<file path="src/rtl/sic_pkg.sv">
// Package: shared definitions for the ordered interference canceller.
// Assumes nothing beyond IEEE 1800-2017.
package sic_pkg;

    // Run-state of the sequencing controller.
    typedef enum logic {
        RUN_IDLE = 1'b0,
        RUN_ACT  = 1'b1
    } run_state_e;

endpackage

</file>
<file path="src/rtl/sic_ctrl.sv">
// Module: sic_ctrl
// Sequences one detection run: accepts start while idle, stays busy for
// exactly N cycles, pulses done as busy falls. The first busy cycle is the
// search-only cycle (cancel_en low).
// Assumes: N >= 1; start while busy has no effect.
module sic_ctrl
    import sic_pkg::*;
#(
    parameter int N = 8
) (
    input  logic clk,
    input  logic rst_n,
    input  logic start,
    output logic go,
    output logic busy,
    output logic done,
    output logic upd_en,
    output logic cancel_en
);
    localparam int CW = $clog2(N + 1);

    run_state_e    state_q;
    logic [CW-1:0] cnt_q;
    logic          primed_q;

    // Start is accepted only while idle.
    assign go        = start && (state_q == RUN_IDLE);
    assign busy      = (state_q == RUN_ACT);
    assign upd_en    = busy;
    assign cancel_en = busy && primed_q;

    // Cycle counter and state progression of the run.
    always_ff @(posedge clk) begin
        if (!rst_n) begin
            state_q  <= RUN_IDLE;
            cnt_q    <= '0;
            primed_q <= 1'b0;
            done     <= 1'b0;
        end else begin
            done <= 1'b0;
            if (go) begin
                state_q  <= RUN_ACT;
                cnt_q    <= '0;
                primed_q <= 1'b0;
            end else if (state_q == RUN_ACT) begin
                primed_q <= 1'b1;
                cnt_q    <= cnt_q + 1'b1;
                if (cnt_q == CW'(N - 1)) begin
                    state_q <= RUN_IDLE;
                    done    <= 1'b1;
                end
            end
        end
    end

endmodule

</file>
<file path="src/rtl/sic_lane.sv">
// Module: sic_lane
// One user lane: holds the user's statistic and forms the candidate value
// (saturating add or subtract of the coefficient, steered by the sign of
// the bit being cancelled) and the candidate's magnitude.
// Assumes: coefficients and statistics are W-bit two's complement.
module sic_lane #(
    parameter int W = 12
) (
    input  logic         clk,
    input  logic         rst_n,
    input  logic         ld_en,
    input  logic [W-1:0] ld_val,
    input  logic         upd_en,
    input  logic         cancel_en,
    input  logic         add_mode,
    input  logic         frozen,
    input  logic [W-1:0] coef,
    output logic [W-1:0] stat_q,
    output logic [W-1:0] cand,
    output logic [W-1:0] mag
);
    localparam logic signed [W:0] HI = {2'b00, {(W-1){1'b1}}};
    localparam logic signed [W:0] LO = {2'b11, {(W-1){1'b0}}};

    logic signed [W:0] ext_s;
    logic signed [W:0] ext_c;
    logic signed [W:0] raw;
    logic [W-1:0]      sat_v;

    // Widened add/subtract steered by the cancelled bit, then clamp.
    always_comb begin
        ext_s = {stat_q[W-1], stat_q};
        ext_c = {coef[W-1], coef};
        raw   = add_mode ? (ext_s + ext_c) : (ext_s - ext_c);
        if (raw > HI)      sat_v = HI[W-1:0];
        else if (raw < LO) sat_v = LO[W-1:0];
        else               sat_v = raw[W-1:0];
    end

    // Candidate only differs from the stored value when cancelling.
    assign cand = (cancel_en && !frozen) ? sat_v : stat_q;

    // Magnitude as W-bit unsigned; the most negative value maps to 2^(W-1).
    assign mag = cand[W-1] ? ((~cand) + {{(W-1){1'b0}}, 1'b1}) : cand;

    // Statistic register: external write when idle, update while pending.
    always_ff @(posedge clk) begin
        if (!rst_n)                 stat_q <= '0;
        else if (ld_en)             stat_q <= ld_val;
        else if (upd_en && !frozen) stat_q <= cand;
    end

endmodule

</file>
<file path="src/rtl/sic_argmax.sv">
// Module: sic_argmax
// Finds the eligible lane with the largest magnitude in one combinational
// pass. A later lane wins only when strictly larger, so ties go to the
// lowest index.
// Assumes: mag_flat packs lane k at [k*W +: W].
module sic_argmax #(
    parameter int N  = 8,
    parameter int W  = 12,
    parameter int IW = 3
) (
    input  logic [N*W-1:0] mag_flat,
    input  logic [N-1:0]   elig,
    output logic [IW-1:0]  win_idx,
    output logic           win_any
);
    logic [W-1:0] best_mag;

    // Linear priority scan over all lanes.
    always_comb begin
        win_idx  = '0;
        win_any  = 1'b0;
        best_mag = '0;
        for (int k = 0; k < N; k++) begin
            if (elig[k] && (!win_any || (mag_flat[k*W +: W] > best_mag))) begin
                win_any  = 1'b1;
                best_mag = mag_flat[k*W +: W];
                win_idx  = IW'(k);
            end
        end
    end

endmodule

</file>
<file path="src/rtl/ordered_sic.sv">
// Module: ordered_sic
// Top of the decision-ordered successive interference canceller. Resolves
// one user per clock: picks the strongest pending statistic, registers its
// sign as the decision, and cancels it from all pending lanes next cycle.
// Assumes: statistics are reloaded before each run; matrix persists.
module ordered_sic #(
    parameter  int N  = 8,
    parameter  int W  = 12,
    localparam int IW = (N > 1) ? $clog2(N) : 1
) (
    input  logic           clk,
    input  logic           rst_n,
    input  logic           stat_we,
    input  logic [IW-1:0]  stat_idx,
    input  logic [W-1:0]   stat_data,
    input  logic           row_we,
    input  logic [IW-1:0]  row_idx,
    input  logic [N*W-1:0] row_data,
    input  logic           start,
    output logic           busy,
    output logic           done,
    output logic [N-1:0]   dec_bits
);
    logic           go;
    logic           upd_en;
    logic           cancel_en;
    logic [N*W-1:0] mat_q [N];
    logic [N-1:0]   det_q;
    logic [N-1:0]   dec_q;
    logic [IW-1:0]  sel_q;
    logic [IW-1:0]  win_idx;
    logic           win_any;
    logic           win_neg;
    logic [N*W-1:0] sel_row;
    logic [N*W-1:0] stat_flat;
    logic [N*W-1:0] cand_flat;
    logic [N*W-1:0] mag_flat;

    sic_ctrl #(.N(N)) u_ctrl (
        .clk       (clk),
        .rst_n     (rst_n),
        .start     (start),
        .go        (go),
        .busy      (busy),
        .done      (done),
        .upd_en    (upd_en),
        .cancel_en (cancel_en)
    );

    // Matrix row storage, writable only while idle.
    always_ff @(posedge clk) begin
        if (!rst_n) begin
            for (int i = 0; i < N; i++) mat_q[i] <= '0;
        end else if (row_we && !busy && (int'(row_idx) < N)) begin
            mat_q[row_idx] <= row_data;
        end
    end

    // Row of the user resolved in the previous cycle.
    assign sel_row = mat_q[sel_q];

    generate
        for (genvar k = 0; k < N; k++) begin : g_lane
            logic ld_k;
            assign ld_k = stat_we && !busy && (stat_idx == IW'(k));
            sic_lane #(.W(W)) u_lane (
                .clk       (clk),
                .rst_n     (rst_n),
                .ld_en     (ld_k),
                .ld_val    (stat_data),
                .upd_en    (upd_en),
                .cancel_en (cancel_en),
                .add_mode  (dec_q[sel_q]),
                .frozen    (det_q[k]),
                .coef      (sel_row[k*W +: W]),
                .stat_q    (stat_flat[k*W +: W]),
                .cand      (cand_flat[k*W +: W]),
                .mag       (mag_flat[k*W +: W])
            );
        end
    endgenerate

    sic_argmax #(.N(N), .W(W), .IW(IW)) u_pick (
        .mag_flat (mag_flat),
        .elig     (~det_q),
        .win_idx  (win_idx),
        .win_any  (win_any)
    );

    // Sign of the winning lane's candidate statistic.
    always_comb begin
        win_neg = 1'b0;
        for (int k = 0; k < N; k++) begin
            if (win_idx == IW'(k)) win_neg = cand_flat[k*W + W - 1];
        end
    end

    // Resolution flags, decisions and last selection.
    always_ff @(posedge clk) begin
        if (!rst_n) begin
            det_q <= '0;
            dec_q <= '0;
            sel_q <= '0;
        end else if (go) begin
            det_q <= '0;
            dec_q <= '0;
            sel_q <= '0;
        end else if (upd_en && win_any) begin
            det_q[win_idx] <= 1'b1;
            dec_q[win_idx] <= win_neg;
            sel_q          <= win_idx;
        end
    end

    assign dec_bits = dec_q;

endmodule

</file>
<file path="config.mk">
export PLATFORM = sky130hd
export DESIGN_NAME = ordered_sic
export DESIGN_NICKNAME = d
export VERILOG_FILES = /design/src/rtl/sic_pkg.sv /design/src/rtl/sic_ctrl.sv /design/src/rtl/sic_lane.sv /design/src/rtl/sic_argmax.sv /design/src/rtl/ordered_sic.sv
export SDC_FILE = /design/constraint.sdc
export NUM_CORES = 2
export LEC_CHECK = 0
export ABC_AREA = 1
export BUFFER_PORTS_ARGS = -buffer_cell sky130_fd_sc_hd__buf_2
export CORE_ASPECT_RATIO = 0.7
export CORE_MARGIN = 4
export CORE_UTILIZATION = 50
export CTS_BUF_LIST = sky130_fd_sc_hd__clkbuf_2 sky130_fd_sc_hd__clkbuf_4 sky130_fd_sc_hd__clkbuf_8
export CTS_CLUSTER_DIAMETER = 50
export DETAILED_ROUTE_END_ITERATION = 16
export GPL_TIMING_DRIVEN = 1
export HOLD_SLACK_MARGIN = 0.08
export PLACE_DENSITY_LB_ADDON = 0.15
export SLEW_MARGIN = 0
export SYNTH_ARGS = -nofsm -noshare
export SYNTH_HDL_FRONTEND = slang
export SYNTH_SLANG_ARGS = --single-unit
export TNS_END_PERCENT = 20
</file>
<file path="constraint.sdc">
create_clock -name clk -period 33.4 [get_ports clk]
set_clock_uncertainty 0.2 [all_clocks]
set_input_delay 5.01 -clock clk [delete_from_list [all_inputs] [get_ports clk]]
set_output_delay 5.01 -clock clk [all_outputs]
set_load 0.02 [all_outputs]
</file>
==> results.json <==
{
  "status": "finished clean",
  "grt_first_pass_wirelength_mm": 245,
  "cts_tree": "done",
  "synthAdderAreaFrac": 0.0508,
  "synth_area_per_cell_um2": 8.20,
  "timing.fmax_ghz": 0.0404,
  "grt_max_degree": 163,
  "ys_seq_area_frac": 0.492,
  "synth.distinct_cells": 62,
  "synthFlopType": "edfxtp_1",
  "htree_num_levels": 4,
  "dieHeight_um": 278,
  "synth_top_family_by_area": "simple AND/OR/NAND/NOR gates",
  "final_nets": 6670,
  "max_stage_delay_ns": 0.88,
  "drv_cap": 0,
  "hold_viol": 0,
  "fp.dieW_um": 393,
  "synth_compound_area_frac": 0.105,
  "yosys_register_bits": 893,
  "synth_top_area_frac": 0.444,
  "cts_hold_buf": 0,
  "numCtsBuffers": 150,
  "syn_nets": 6656,
  "setup_viol_count_final": 0,
  "antenna_found_initial": 3,
  "start_kind": "flop",
  "synthXorXnorAreaFrac": 0.0309,
  "synthMuxAreaShare": 0.00287,
  "drive_gt1_frac": 0.0884,
  "synth_edf_count": 768,
  "clk_path_buf_depth": 3,
  "hpwl_mm": 101,
  "cp.required_ns": 33.91,
  "timing.final.crit_share": 0.741,
  "io_pins": 129,
  "rows": 98,
  "yosys.area.top_type": "edfxtp_1",
  "p_leak_nw": 25.0,
  "synth_area_um2": 51900,
  "dieArea_um2": 109000,
  "rsz0062_at_grt": "false",
  "cts_root_buf": "clkbuf_8",
  "cp_max_fo": 162,
  "wire_per_inst_um": 20.8,
  "core_area_um2": 103000,
  "synth_simple_gate_area_frac": 0.239,
  "end_kind": "flop",
  "start_util": 0.506,
  "drc_errors": 0,
  "ir_drop_mv": 0.110,
  "grt_overflow": 0,
  "crit_arrival_ns": 25.27,
  "first_iter_violations": 4328,
  "slew_headroom": 0.235,
  "ant_nets": 0,
  "cts_sinks": 893,
  "ctsResizeCount": 0,
  "insertion_delay_ns": 0.84,
  "cpMostUsedCell": "nand2_1",
  "via_per_inst": 5.53,
  "ys_warn_count": 0,
  "worst_slew_pin_slew_ns": 1.15,
  "syn_inst": 6331,
  "path_class": "reg2reg",
  "place_congestion": 0.950,
  "critPathSlowestCell": "buf_4",
  "setup_tns_ns": 0,
  "async_flop_share": 0,
  "area_growth_pct": 7.80,
  "period_needed_ns": 24.76,
  "synth_area_leaders": "edfxtp_1 44%, nor2_1 10%, nand2_1 8.8%",
  "p_per_area_nw_per_um2": 95.8,
  "cts_setup_buffers": 0,
  "path_clk_slew_ns": 0.06,
  "min_path_type": "reg2reg",
  "final_util": 0.546,
  "num_vias": 43200,
  "whs_ns": 0.275,
  "grt_pass1_vias": 40500,
  "drt_wl_total_mm": 162,
  "port_buffers": 128,
  "maxSlewViolCount": 0,
  "fin_total_pwr_mw": 5.37,
  "grt_use_total": 0.294,
  "drtPass1Iterations": 6
}
## sequential cells by signal (all words and copies together) (netlist names), named ones only
signal / cells
dec_bits: 8
det_q: 8
g_lane.u_lane.stat_q: 96
mat_q: 768
sel_q: 3
u_ctrl.busy: 1
u_ctrl.cnt_q: 4
u_ctrl.done: 1
u_ctrl.primed_q: 1
## cells by family (layout without fill, tap and decap cells)
kind of cell	Yosys count	count (layout)
AOI/OAI and AO/OA	1019	1019
other	0	5
muxes	12	12
adders and majority gates	206	206
DFF	893	893
and+or+nand+nor	3090	3090
xor gates and xnor gates	183	183
buffers and inverters	928	1054
## critical path, delay by kind of cell (launching register included)
| kind | cells | cell delay [ns] |
|---|---|---|
| simple gates | 53 | 8.09 |
| compound gates | 33 | 7.92 |
| buf+inv | 21 | 5.27 |
| fa+ha+maj | 9 | 2.17 |
| flops | 1 | 0.57 |
| xor+xnor | 2 | 0.35 |
## through the flow
stage	area (um2)	cells	worst slack (ns)
final	56000	7812	8.64
after global routing	56000	7812	6.23
after CTS	56000	7807	9.24
after detailed placement	53000	7543	9.29
after global placement	53000	7543	10.10
after floorplan	51900	6331	15.71
## path summary, 6_finish.rpt
check	endpoint	slack [ns]	depth (start not counted)	start
min reg2reg	u_ctrl.done$_SDFF_PP0_	0.27	1	u_ctrl.cnt_q[3]$_SDFFE_PP0P_
max reg2reg	dec_bits[2]$_SDFFE_PP0P_	8.64	118	flop
max	dec_bits[2]$_SDFFE_PP0P_	8.64	118	flop
min	u_ctrl.done$_SDFF_PP0_	0.27	1	u_ctrl.cnt_q[3]$_SDFFE_PP0P_
## synth_stat cells (all sizes together), types with 28 or more instances
cell and n:
nand2 1232, xnor2 59, nor2 1429, nand3 261
inv 605, nand4 31, o22ai 103, edfxtp 768
xor2 124, a21oi 255, clkbuf 149, ha 198
dfxtp 125, o21ai 591, or2 62, buf 170
and2 28, nor3 30
## layout make-up
cell class	instances	area (um2)
inverter	609	2310
fill	9665	46600
antenna	5	12.5
timing repair buffer	181	1040
sequential	893	25600
tap	1350	1690
clock inverter	56	408
clock buffer	208	2530
multi-input combinational	4510	22400
## layout by cell type, fill, tap and decap left out, types with 103 or more instances in the layout
| cell type | count |
|---|---|
| clkbuf_8 | 155 |
| ha_1 | 198 |
| o21ai_1 | 104 |
| dfxtp_1 | 122 |
| a21oi_1 | 252 |
| o21ai_0 | 472 |
| nand2_1 | 1199 |
| inv_1 | 594 |
| nand3_1 | 256 |
| nor2_1 | 1417 |
| o22ai_1 | 103 |
| xor2_1 | 124 |
| edfxtp_1 | 768 |
| buf_2 | 128 |
## routing by layer
metal / up-vias / wire length (um) / GRT usage
met2: 1742 / 71500 / 0.451
met1: 20300 / 72600 / 0.421
met4: 2 / 4940 / 0.101
li1: 20900 / - / -
met3: 239 / 13400 / 0.0489
met5: - / 18 / 0
## where the power goes
| group | switching, mW | leakage, nW | internal [mW] |
|---|---|---|---|
| Sequential | 0.0346 | 8.82 | 1.27 |
| Clock | 0.472 | 1.52 | 0.516 |
| Combinational | 2.08 | 14.7 | 0.992 |
| Total | 2.59 | 25.0 | 2.78 |
Note: power is estimated with default switching activity, not from simulation.
